<file path="src/rtl/mxb_pkg.sv">
package mxb_pkg;
  localparam int ADDR_W = 26;
  localparam int SZ_W   = 3;
  localparam int BLK_BYTES = 32;

  typedef enum logic [1:0] {
    ST_IDLE = 2'd0,
    ST_ADDR = 2'd1,
    ST_DATA = 2'd2
  } mxb_state_e;

  function automatic int beats_per_block(input int bus_w);
    return (BLK_BYTES * 8) / bus_w;
  endfunction
endpackage

</file>
<file path="src/rtl/mxb_beat_seq.sv">
module mxb_beat_seq #(
  parameter int BEATS = 4,
  localparam int IDX_W = $clog2(BEATS)
) (
  input  logic             clk,
  input  logic             rst_n,
  input  logic             load,
  input  logic [IDX_W-1:0] start_idx,
  input  logic             burst,
  input  logic             adv,
  output logic [IDX_W-1:0] idx,
  output logic             last
);
  logic [IDX_W-1:0] remain;

  always_ff @(posedge clk or negedge rst_n) begin
    if (!rst_n) begin
      idx    <= '0;
      remain <= '0;
    end else if (load) begin
      idx    <= start_idx;
      remain <= burst ? IDX_W'(BEATS - 1) : '0;
    end else if (adv && (remain != '0)) begin
      idx    <= idx + 1'b1;
      remain <= remain - 1'b1;
    end
  end

  assign last = (remain == '0);
endmodule

</file>
<file path="src/rtl/mxb_bus_drive.sv">
module mxb_bus_drive
  import mxb_pkg::*;
#(
  parameter int BUS_W = 64
) (
  input  mxb_state_e          st,
  input  logic [ADDR_W-1:0]   addr,
  input  logic [SZ_W-1:0]     size,
  input  logic                wr,
  input  logic [BUS_W-1:0]    wd_data,
  output logic [BUS_W-1:0]    bus_dout,
  output logic                bus_oe
);
  localparam int GAP_W = BUS_W - ADDR_W - SZ_W;

  logic [BUS_W-1:0] addr_word;

  generate
    if (GAP_W > 0) begin : g_gap
      assign addr_word = {size, {GAP_W{1'b0}}, addr};
    end else begin : g_nogap
      assign addr_word = {size, addr};
    end
  endgenerate

  always_comb begin
    bus_dout = '0;
    bus_oe   = 1'b0;
    unique case (st)
      ST_ADDR: begin
        bus_dout = addr_word;
        bus_oe   = 1'b1;
      end
      ST_DATA: begin
        if (wr) begin
          bus_dout = wd_data;
          bus_oe   = 1'b1;
        end
      end
      default: ;
    endcase
  end
endmodule

</file>
<file path="src/rtl/mxb_ctrl.sv">
module mxb_ctrl
  import mxb_pkg::*;
#(
  parameter int BEATS  = 4,
  parameter int LANE_B = 3,
  localparam int IDX_W = $clog2(BEATS)
) (
  input  logic              clk,
  input  logic              rst_n,
  input  logic              req_valid,
  output logic              req_ready,
  input  logic [ADDR_W-1:0] req_addr,
  input  logic [SZ_W-1:0]   req_size,
  input  logic              req_write,
  input  logic              rdy_n,
  input  logic              seq_last,
  input  logic [IDX_W-1:0]  seq_idx,
  output logic              seq_load,
  output logic [IDX_W-1:0]  seq_start,
  output logic              seq_burst,
  output logic              seq_adv,
  output mxb_state_e        st,
  output logic [ADDR_W-1:0] cur_addr,
  output logic [SZ_W-1:0]   cur_size,
  output logic              cur_wr,
  output logic              cs_n,
  output logic              bs_n,
  output logic              frame_n,
  output logic              rd_valid,
  output logic              done
);
  mxb_state_e st_nx;
  logic beat_end, final_end, accept;

  assign beat_end  = (st == ST_DATA) && !rdy_n;
  assign final_end = beat_end && seq_last;
  assign req_ready = (st == ST_IDLE) || final_end;
  assign accept    = req_valid && req_ready;

  assign seq_load  = accept;
  assign seq_start = req_addr[LANE_B +: IDX_W];
  assign seq_burst = req_size[SZ_W-1];
  assign seq_adv   = beat_end;

  always_comb begin
    st_nx = st;
    unique case (st)
      ST_IDLE: if (accept) st_nx = ST_ADDR;
      ST_ADDR: st_nx = ST_DATA;
      ST_DATA: if (final_end) st_nx = accept ? ST_ADDR : ST_IDLE;
      default: st_nx = ST_IDLE;
    endcase
  end

  always_ff @(posedge clk or negedge rst_n) begin
    if (!rst_n) begin
      st       <= ST_IDLE;
      cur_addr <= '0;
      cur_size <= '0;
      cur_wr   <= 1'b0;
    end else begin
      st <= st_nx;
      if (accept) begin
        cur_addr <= req_addr;
        cur_size <= req_size;
        cur_wr   <= req_write;
      end
    end
  end

  assign cs_n     = (st == ST_IDLE);
  assign bs_n     = (st != ST_ADDR);
  assign frame_n  = !((st == ST_ADDR) || ((st == ST_DATA) && !seq_last));
  assign rd_valid = beat_end && !cur_wr;
  assign done     = final_end;

  AST_READY_WHEN_IDLE: assert property (@(posedge clk) disable iff (!rst_n)
    cs_n |-> req_ready);
  AST_BS_ONE_CYCLE: assert property (@(posedge clk) disable iff (!rst_n)
    !bs_n |=> bs_n);
  AST_CS_COVERS_BS: assert property (@(posedge clk) disable iff (!rst_n)
    !bs_n |-> !cs_n);
  AST_FRAME_OFF_AT_END: assert property (@(posedge clk) disable iff (!rst_n)
    done |-> frame_n);
  AST_WAIT_FREEZES: assert property (@(posedge clk) disable iff (!rst_n)
    ((st == ST_DATA) && rdy_n) |=> ((st == ST_DATA) && $stable(seq_idx) && !cs_n));
  AST_DONE_NEEDS_RDY: assert property (@(posedge clk) disable iff (!rst_n)
    done |-> !rdy_n);
  AST_B2B_NO_GAP: assert property (@(posedge clk) disable iff (!rst_n)
    (done && req_valid) |=> (!cs_n && !bs_n));
endmodule

</file>
<file path="src/rtl/mxb_master.sv">
module mxb_master
  import mxb_pkg::*;
#(
  parameter int BUS_W = 64,
  localparam int BEATS  = beats_per_block(BUS_W),
  localparam int LANE_B = $clog2(BUS_W / 8),
  localparam int IDX_W  = $clog2(BEATS)
) (
  input  logic              clk,
  input  logic              rst_n,
  input  logic              req_valid,
  output logic              req_ready,
  input  logic [ADDR_W-1:0] req_addr,
  input  logic [SZ_W-1:0]   req_size,
  input  logic              req_write,
  input  logic [BUS_W-1:0]  wd_data,
  output logic [IDX_W-1:0]  beat_word,
  output logic              rd_valid,
  output logic [BUS_W-1:0]  rd_data,
  output logic              done,
  output logic              cs_n,
  output logic              bs_n,
  output logic              frame_n,
  output logic [BUS_W-1:0]  bus_dout,
  output logic              bus_oe,
  input  logic [BUS_W-1:0]  bus_din,
  input  logic              rdy_n
);
  mxb_state_e        st;
  logic [ADDR_W-1:0] cur_addr;
  logic [SZ_W-1:0]   cur_size;
  logic              cur_wr;
  logic              seq_load, seq_burst, seq_adv, seq_last;
  logic [IDX_W-1:0]  seq_start, seq_idx;

  mxb_ctrl #(.BEATS(BEATS), .LANE_B(LANE_B)) u_ctrl (
    .clk(clk), .rst_n(rst_n),
    .req_valid(req_valid), .req_ready(req_ready),
    .req_addr(req_addr), .req_size(req_size), .req_write(req_write),
    .rdy_n(rdy_n), .seq_last(seq_last), .seq_idx(seq_idx),
    .seq_load(seq_load), .seq_start(seq_start), .seq_burst(seq_burst), .seq_adv(seq_adv),
    .st(st), .cur_addr(cur_addr), .cur_size(cur_size), .cur_wr(cur_wr),
    .cs_n(cs_n), .bs_n(bs_n), .frame_n(frame_n), .rd_valid(rd_valid), .done(done)
  );

  mxb_beat_seq #(.BEATS(BEATS)) u_seq (
    .clk(clk), .rst_n(rst_n), .load(seq_load), .start_idx(seq_start),
    .burst(seq_burst), .adv(seq_adv), .idx(seq_idx), .last(seq_last)
  );

  mxb_bus_drive #(.BUS_W(BUS_W)) u_drive (
    .st(st), .addr(cur_addr), .size(cur_size), .wr(cur_wr),
    .wd_data(wd_data), .bus_dout(bus_dout), .bus_oe(bus_oe)
  );

  assign beat_word = seq_idx;
  assign rd_data   = bus_din;

  AST_ADDR_DRIVEN: assert property (@(posedge clk) disable iff (!rst_n)
    !bs_n |-> bus_oe);
  AST_READ_RELEASED: assert property (@(posedge clk) disable iff (!rst_n)
    (!cs_n && bs_n && !cur_wr) |-> !bus_oe);
endmodule

</file>
<file path="config.mk">
export PLATFORM = sky130hd
export DESIGN_NAME = mxb_master
export DESIGN_NICKNAME = d
export VERILOG_FILES = /design/src/rtl/mxb_pkg.sv /design/src/rtl/mxb_beat_seq.sv /design/src/rtl/mxb_bus_drive.sv /design/src/rtl/mxb_ctrl.sv /design/src/rtl/mxb_master.sv
export SDC_FILE = /design/constraint.sdc
export NUM_CORES = 1
export LEC_CHECK = 0
export BUFFER_PORTS_ARGS = -buffer_cell sky130_fd_sc_hd__buf_2
export CAP_MARGIN = 5
export CORE_AREA = 4 4 114 116
export DETAILED_ROUTE_END_ITERATION = 10
export DIE_AREA = 0 0 118 120
export PLACE_DENSITY_LB_ADDON = 0.08
export SYNTH_ARGS = -nofsm -noshare
export SYNTH_HDL_FRONTEND = slang
export SYNTH_SLANG_ARGS = --single-unit
export TNS_END_PERCENT = 100
</file>
<file path="constraint.sdc">
create_clock -name clk -period 3 [get_ports clk]
set_clock_uncertainty 0.2 [all_clocks]
set_input_delay 0.15 -clock clk [delete_from_list [all_inputs] [get_ports clk]]
set_output_delay 0.15 -clock clk [all_outputs]
set_load 0.02 [all_outputs]
</file>
==> impl_summary.txt, run 1 <==
----------------------------------------------------
[Run status]
  Run status ... completed

[STA]
  Fin crit period ... 2.63 ns
  Final period util ... 0.876
  Fin Setup TNS ... 0 ns
  Maximum operating frequency ... around 0.38 GHz
  Final max-slew violation count ... 0
  Transition time at the pin with the least slew margin ... 0.898 ns
  Final Hold Violating Endpoints ... 0
  RSZ-0062 raised after global routing ... no
  Relative max-transition margin ... 0.402
  Count of endpoints failing setup in the final report ... 0

[Setup path]
  Critical path start-end classification ... reg -> out
  Required time of the critical path ... about 2.7 ns
  Delay of the slowest cell on the worst path ... ~0.60 ns
  CP cell instances ... inv_1 > ha_1 > and3_2 > buf_12 > a22o_1 > buf_2
  Worst path arrival time ... 2.28 ns
  Top cell family by delay on the critical path ... simple AND/OR/NAND/NOR gates
  Slowest-stage cell, CP ... sky130_fd_sc_hd__and3_2
  Largest driver fanout on the critical path ... 34
  Bufs and invs on worst path ... 3
  Nature of the critical path startpoint ... register
  CP endpoint kind ... output pin

[Pwr]
  Worst IR drop on VDD ... ~0.0004 V
  Ratio of total power to cell area ... a little under 800 nW/um^2
  Standby leakage power ... 1.91 nW

[Layout]
  Number of filler instances in the final layout ... around 1,300
  Final Net Count ... 554
  Area of the multi-input gates ... 1070 sq um
  Antenna cells ... 0
  Fraction of final layout cells sized beyond drive strength 1 ... 0.553
  Final std cells w/o fill ... approximately 530
  Reg area ... between 900 and 1000 sq um
  Total non-filler cell area in the finished layout ... approximately 3600 sq um
  Most frequent cells in the layout ... sky130_fd_sc_hd__buf_2 (170), sky130_fd_sc_hd__dfrtp_1 (36), sky130_fd_sc_hd__and2_1 (35)
  Area overhead of the layout relative to synthesis ... 38.3%
  Most common cell after layout, fill and taps aside ... sky130_fd_sc_hd__buf_2

[Clock tree]
  Total clock buffers created by CTS ... 5
  Post-CTS Resized ... 0
  Clk sink count ... 36
  CTS tree ... yes
  CTS Buffer Depth ... 2
  CTS H-tree depth ... 2
  Buffer cell driving the clock tree root ... sky130_fd_sc_hd__clkbuf_16
  Clock transition time at the flip-flop clock pins of the worst setup and hold paths ... 0.06 ns
  Clock latency reported for the late side of the worst-skew pair ... roughly 0.28 ns

[Global route]
  Largest net degree at the start of global routing ... 38
  Antenna violations before repair ... 0
  GR met3 Demand/Resource ... 0.106
  Most heavily used metal layer in global routing ... met2
  Grt met2 use ... 0.249
  Total routing resource utilization after global routing ... 0.149
  Met1 track demand over resource ... 0.156
  Vias in the first global route ... roughly 2,500
  GR Overflow Total ... 0
  Wire length of the first global-routing pass ... approximately 16,000 um

[Routing]
  Initial detailed-routing violation count ... 47
  Final antenna-violating net count ... 0
  Average detailed-routed wire length per instance ... around 21 um
  Total Wirelength ... about 11,000 um
  Vias ... 2,317
  DR vias/cell ... ~4.3
  Number of DRC violations after detailed routing ... 0
  Router iterations before antenna repair ... 4

[Place]
  Global placer's final weighted congestion ... about 0.74
  Cell Area, Placed ... between 3000 and 4000 sq um
  Cell count after placement ... ~500
  Port-buffer cells ... 170
  Dpl hpwl ... between 9000 and 10,000 um

[Die]
  Effective utilization at floorplan ... 0.216
  Std-Cell Core Area ... ~12,000 sq um
  Die area ... 14,200 sq um
  I/O pin count ... 299
  Count of standard-cell rows ... 40
  Die height ... about 120 um
  Width of the die ... 118 um

[Run]
  Reported max-cap violation count ... 0

[Worst hold path]
  Worst Hold Class ... in -> out

[Yosys]
  Seq/Total Area, Yosys ... 0.350
  Ys flop type ... sky130_fd_sc_hd__dfrtp_1
  Synthesized cell area ... between 2000 and 3000 sq um
  Async set or reset register ratio after synthesis ... 1.00
  Post-Synthesis Cells ... between 200 and 300
  Syn nets ... 420
  Library cells used by synthesis ... 31
  Post-synthesis register bit count ... 36
  EDFF count, synth ... 0
  Number of warnings reported in the yosys synthesis log ... 0
  Average cell area after synthesis ... 10.2 sq um

----------------------------------------------------
## kinds of logic (layout without fill, tap and decap cells)
| family | count (synthesis) | after routing | share of synthesized area |
|---|---|---|---|
| buffers and inverters | 89 | 224 | 0.235 |
| and+or+nand+nor | 46 | 46 | 0.114 |
| AOI/OAI and AO/OA | 45 | 45 | 0.141 |
| DFF | 36 | 36 | 0.350 |
| muxes | 30 | 30 | 0.131 |
| adders and majority gates | 6 | 6 | 0.0291 |
## sequential cells by signal (all words and copies together) (netlist names)
| name | flops |
|---|---|
| u_seq.idx | 2 |
| u_ctrl.cur_addr | 26 |
| u_ctrl.cur_size | 3 |
| u_ctrl.st | 2 |
| u_seq.remain | 2 |
| u_ctrl.cur_wr | 1 |
## through the flow
| stage | worst slack [ns] | hold slack, ns | total power [W] | util |
|---|---|---|---|---|
| after floorplan | 0.889 | -0.346 | 0.00197 | - |
| after CTS | 0.300 | 0.0953 | 0.00290 | 0.299 |
| final | 0.371 | 0.100 | 0.00284 | 0.299 |
| after global routing | 0.189 | 0.100 | 0.00306 | 0.299 |
| after detailed placement | 0.616 | 0.100 | 0.00232 | 0.260 |
| after global placement | 0.643 | 0.100 | 0.00231 | 0.260 |
## report_power, final
group	switching (W)	total, W	internal [W]
clock network	0.000196	0.000528	0.000331
logic	0.000764	0.00142	0.000653
registers	0.000157	0.000892	0.000735
## cell usage after synthesis (2+ instances only)
cell	number	area (sq um)
sky130_fd_sc_hd__dfrtp_1	36	901
sky130_fd_sc_hd__buf_6	4	45.0
sky130_fd_sc_hd__o31ai_1	2	15.0
sky130_fd_sc_hd__mux2_1	2	22.5
sky130_fd_sc_hd__nand2_1	2	7.51
sky130_fd_sc_hd__mux2_2	28	315
sky130_fd_sc_hd__ha_1	6	75.1
sky130_fd_sc_hd__and2_1	35	219
sky130_fd_sc_hd__inv_1	10	37.5
sky130_fd_sc_hd__or2_2	2	12.5
sky130_fd_sc_hd__a22oi_1	3	22.5
sky130_fd_sc_hd__buf_1	2	7.51
sky130_fd_sc_hd__a22o_1	29	254
sky130_fd_sc_hd__and3_1	2	12.5
sky130_fd_sc_hd__o21ai_0	3	15.0
sky130_fd_sc_hd__a21oi_1	2	10.0
sky130_fd_sc_hd__buf_4	64	480
sky130_fd_sc_hd__clkbuf_1	7	26.3
## routing by layer
layer  part of all wire  wire length [um]  vias up
met4              0.012               136        0
met1               0.36              3940     1086
li1                   -                 -     1059
met2               0.48              5330      157
met5                  0                 0        -
met3               0.15              1660       15
## repair_timing
action,in CTS,in global routing
endpoints found under the hold margin,69,0
hold buffers,32,0
buffers inserted,0,0
## cell type report
cell class / instances / area share
clock buffer: 8 / 0.0411
inverter: 11 / 0.0116
multi-input combinational: 127 / 0.301
sequential: 36 / 0.253
tap: 147 / 0.0516
timing repair buffer: 205 / 0.342
## worst paths after layout
check | start | to | slack [ns] | cells past startpoint
max in group asynchronous | rst_n | u_ctrl.cur_addr[19] | 1.69 | 2
hold / removal | bus_din[38] | rd_data[38] | 0.10 | 0
setup reg to reg | u_ctrl.st[0] | u_ctrl.cur_addr[2] | 0.76 | 8
setup / recovery | u_ctrl.st[0] | bus_dout[14] | 0.37 | 6
min in group asynchronous | rst_n | u_ctrl.cur_addr[0] | 0.35 | 2
hold reg to reg | u_ctrl.cur_addr[17] | u_ctrl.cur_addr[17] | 0.29 | 1
No activity file was read; power rests on OpenSTA's default activity.
==> inputs of run 2 (changes only) <==
==> constraint.sdc (replaced) <==
create_clock -name clk -period 2.2 [get_ports clk]
set_clock_uncertainty 0.2 [all_clocks]
set_input_delay 0.11 -clock clk [delete_from_list [all_inputs] [get_ports clk]]
set_output_delay 0.11 -clock clk [all_outputs]
set_load 0.02 [all_outputs]
==> run 2 against run 1 <==
Sequential share of layout area down 1.2 points; non-clock buffer count is 11 higher; global-route usage about the same; die area unchanged; critical path depth unchanged; clock-buffer cell count shrank 3; register-to-register slack lost 0.63 ns; sequential power is 36% higher; cell area increased by 4.8%; sequential cell count stayed put; clock power is 31% higher; largest cell class unchanged; highest routed layer unchanged.
==> impl_summary.txt, run 2 (same netlist as run 1, synthesis figures left out) <==
----------------------------------------------------
[Routing]
  Vias ... 2,353 (+1.6%)
  Average detailed-routed wire length per instance ... 20.6 um (-0.75%)
  Router iterations before antenna repair ... 4 (unchanged)
  Number of DRC violations after detailed routing ... 0 (unchanged)
  Final antenna-violating net count ... 0 (unchanged)
  Total Wirelength ... 11,200 um (+1.3%)
  Initial detailed-routing violation count ... 41 (-13%)
  DR vias/cell ... 4.32 (-0.50%)

[Clock tree]
  Clock transition time at the flip-flop clock pins of the worst setup and hold paths ... 0.06 ns (about the same)
  Buffer cell driving the clock tree root ... sky130_fd_sc_hd__clkbuf_16
  Total clock buffers created by CTS ... 5 (unchanged)
  CTS H-tree depth ... 2 (unchanged)
  Clk sink count ... 36 (unchanged)
  CTS tree ... yes
  Clock latency reported for the late side of the worst-skew pair ... 0.28 ns (about the same)
  CTS Buffer Depth ... 2 (unchanged)

[Setup path]
  Delay of the slowest cell on the worst path ... 0.38 ns (-0.22 ns)
  Reg2Reg Depth ... 9 (+1)
  CP endpoint kind ... output pin
  CP dominant cell by count ... sky130_fd_sc_hd__buf_4
  Critical R2R Capture ... u_seq.remain[1]
  CP cell instances ... buf_4 > ha_1 > and2_1 > buf_6 > or2_2 > buf_4
  Largest driver fanout on the critical path ... 13 (-62%)
  Slowest-stage cell, CP ... sky130_fd_sc_hd__dfrtp_1
  Top cell family by delay on the critical path ... simple AND/OR/NAND/NOR gates
  Worst path arrival time ... 1.84 ns (-0.44 ns)
  Worst r2r src ... u_ctrl.st[1]
  Critical path start-end classification ... reg -> out
  Bufs and invs on worst path ... 3 (unchanged)
  Required time of the critical path ... 1.89 ns (-0.76 ns)
  Nature of the critical path startpoint ... register
  Setup slack on the worst flop-to-flop path ... 0.13 ns (-0.63 ns)

[Global route]
  Vias in the first global route ... 2,616 (+3.1%)
  Largest net degree at the start of global routing ... 42 (+11%)
  Antenna violations before repair ... 0 (unchanged)
  GR Overflow Total ... 0 (unchanged)
  Wire length of the first global-routing pass ... 16,200 um (+1.8%)
  Total routing resource utilization after global routing ... 0.150 (+0.000240)

[Layout]
  Most common cell after layout, fill and taps aside ... sky130_fd_sc_hd__buf_2
  Max reg flops ... 26 (unchanged)
  Area of the multi-input gates ... 1090 sq um (+1.3%)
  Antenna cells ... 0 (unchanged)
  Top register by number of flip-flops ... u_ctrl.cur_addr
  Reg area ... 901 sq um (unchanged)
  Most frequent cells in the layout ... sky130_fd_sc_hd__buf_2 (158), sky130_fd_sc_hd__dfrtp_1 (36), sky130_fd_sc_hd__and2_1 (34)
  Area overhead of the layout relative to synthesis ... 45.0%
  Final Net Count ... 565 (+2.0%)
  Utilization after layout ... 0.314 (+0.0145)
  Fraction of final layout cells sized beyond drive strength 1 ... 0.580 (+0.0274)
  Largest registers ... u_ctrl.cur_addr (26), u_ctrl.cur_size (3)
  Number of filler instances in the final layout ... 1,319 (+0.53%)

[Pwr]
  Worst IR drop on VDD ... 0.000394 V (-1.2%)
  Standby leakage power ... 1.98 nW (+3.6%)
  PnR Total Power ... 0.00402 W (+42%)
  Ratio of total power to cell area ... 1080 nW/um^2 (+35%)

[Die]
  Width of the die ... 118 um (unchanged)
  Effective utilization at floorplan ... 0.216 (unchanged)
  Count of standard-cell rows ... 40 (unchanged)
  Std-Cell Core Area ... 11,900 sq um (unchanged)
  Die height ... 120 um (unchanged)
  I/O pin count ... 299 (unchanged)
  Die area ... 14,200 sq um (unchanged)

[STA]
  Final period util ... 0.979
  Minimum setup slack in the final design ... 0.0471 ns (-0.324 ns)
  Fin crit period ... around 2.2 ns
  Final max-slew violation count ... 0 (unchanged)
  Relative max-transition margin ... 0.825 (+0.423)
  Final Hold Violating Endpoints ... 0 (unchanged)
  Count of endpoints failing setup in the final report ... 0 (unchanged)
  Maximum operating frequency ... approximately 0.46 GHz
  RSZ-0062 raised after global routing ... yes
  Transition time at the pin with the least slew margin ... 0.263 ns (-0.634 ns)
  Fin Setup TNS ... 0 ns (unchanged)

[Place]
  Pre-CTS setup slack ... 0.149 ns (-0.467 ns)
  Global placer's final weighted congestion ... 0.775 (+4.9%)
  Port-buffer cells ... 170 (unchanged)
  Dpl hpwl ... 9630 um (+3.5%)

[Run status]
  Run status ... completed

[Worst hold path]
  Worst Hold Class ... in -> async

[Run]
  Reported max-cap violation count ... 0 (unchanged)

----------------------------------------------------
[run 2: cell count changes in the layout (fill, tap and decap cells not counted), moves of 2 or more]
| cell | change |
|---|---|
| sky130_fd_sc_hd__clkinv_2 | +2 |
| sky130_fd_sc_hd__buf_4 | +16 |
| sky130_fd_sc_hd__buf_2 | -12 |
| sky130_fd_sc_hd__buf_6 | +5 |
| sky130_fd_sc_hd__clkbuf_1 | -2 |
[run 2: per-layer routing]
metal / vias up / GRT usage / wire [um]
li1: 1078 / - / -
met1: 1106 / 0.150 / 3910
met2: 154 / 0.256 / 5490
met3: 15 / 0.107 / 1700
met4: 0 / 0.0264 / 119
met5: - / 0 / 0
[run 2: worst max path at each step]
stage,startpoint,to,slack [ns],cells past startpoint
final,u_ctrl.st[0],bus_oe,0.05,6
after global routing,u_ctrl.st[0],bus_oe,-0.02,6
after CTS,u_ctrl.st[1],bus_dout[21],0.001,6
after detailed placement,u_ctrl.st[1],bus_dout[32],0.15,6
after global placement,u_ctrl.st[1],bus_dout[32],0.20,6
after floorplan,u_ctrl.st[0],u_ctrl.cur_addr[18],0.09,9
[run 2: what timing repair did]
action	in CTS	in global routing
hold buffers	32	0
pin swaps	1	1
cloned	0	1
gates resized for setup	5	20
setup buffers	0	2
endpoints found under the hold margin	71	0
endpoints found under the setup margin	60	60
[run 2: layout make-up]
type,count,area share
clock buffers,5,0.0335
well taps,147,0.0492
repair buffers,216,0.369
clock inverters,3,0.00502
flip-flops and latches,36,0.241
inverters,11,0.0111
multi-input cells,127,0.291
[run 2: power breakdown]
group          total, W  internal [W]  switching, W
clock network  0.000691      0.000417      0.000274
logic           0.00212       0.00102       0.00110
registers       0.00121       0.00100      0.000209
[run 2: metrics by stage]
step | instances | hold slack [ns] | instance area, sq um
floorplan | 252 | -0.386 | 2580
global placement | 502 | -0.221 | 3160
detailed placement | 502 | -0.225 | 3160
CTS | 542 | 0.00674 | 3640
global route | 545 | 0.0200 | 3740
finish | 545 | 0.00679 | 3740
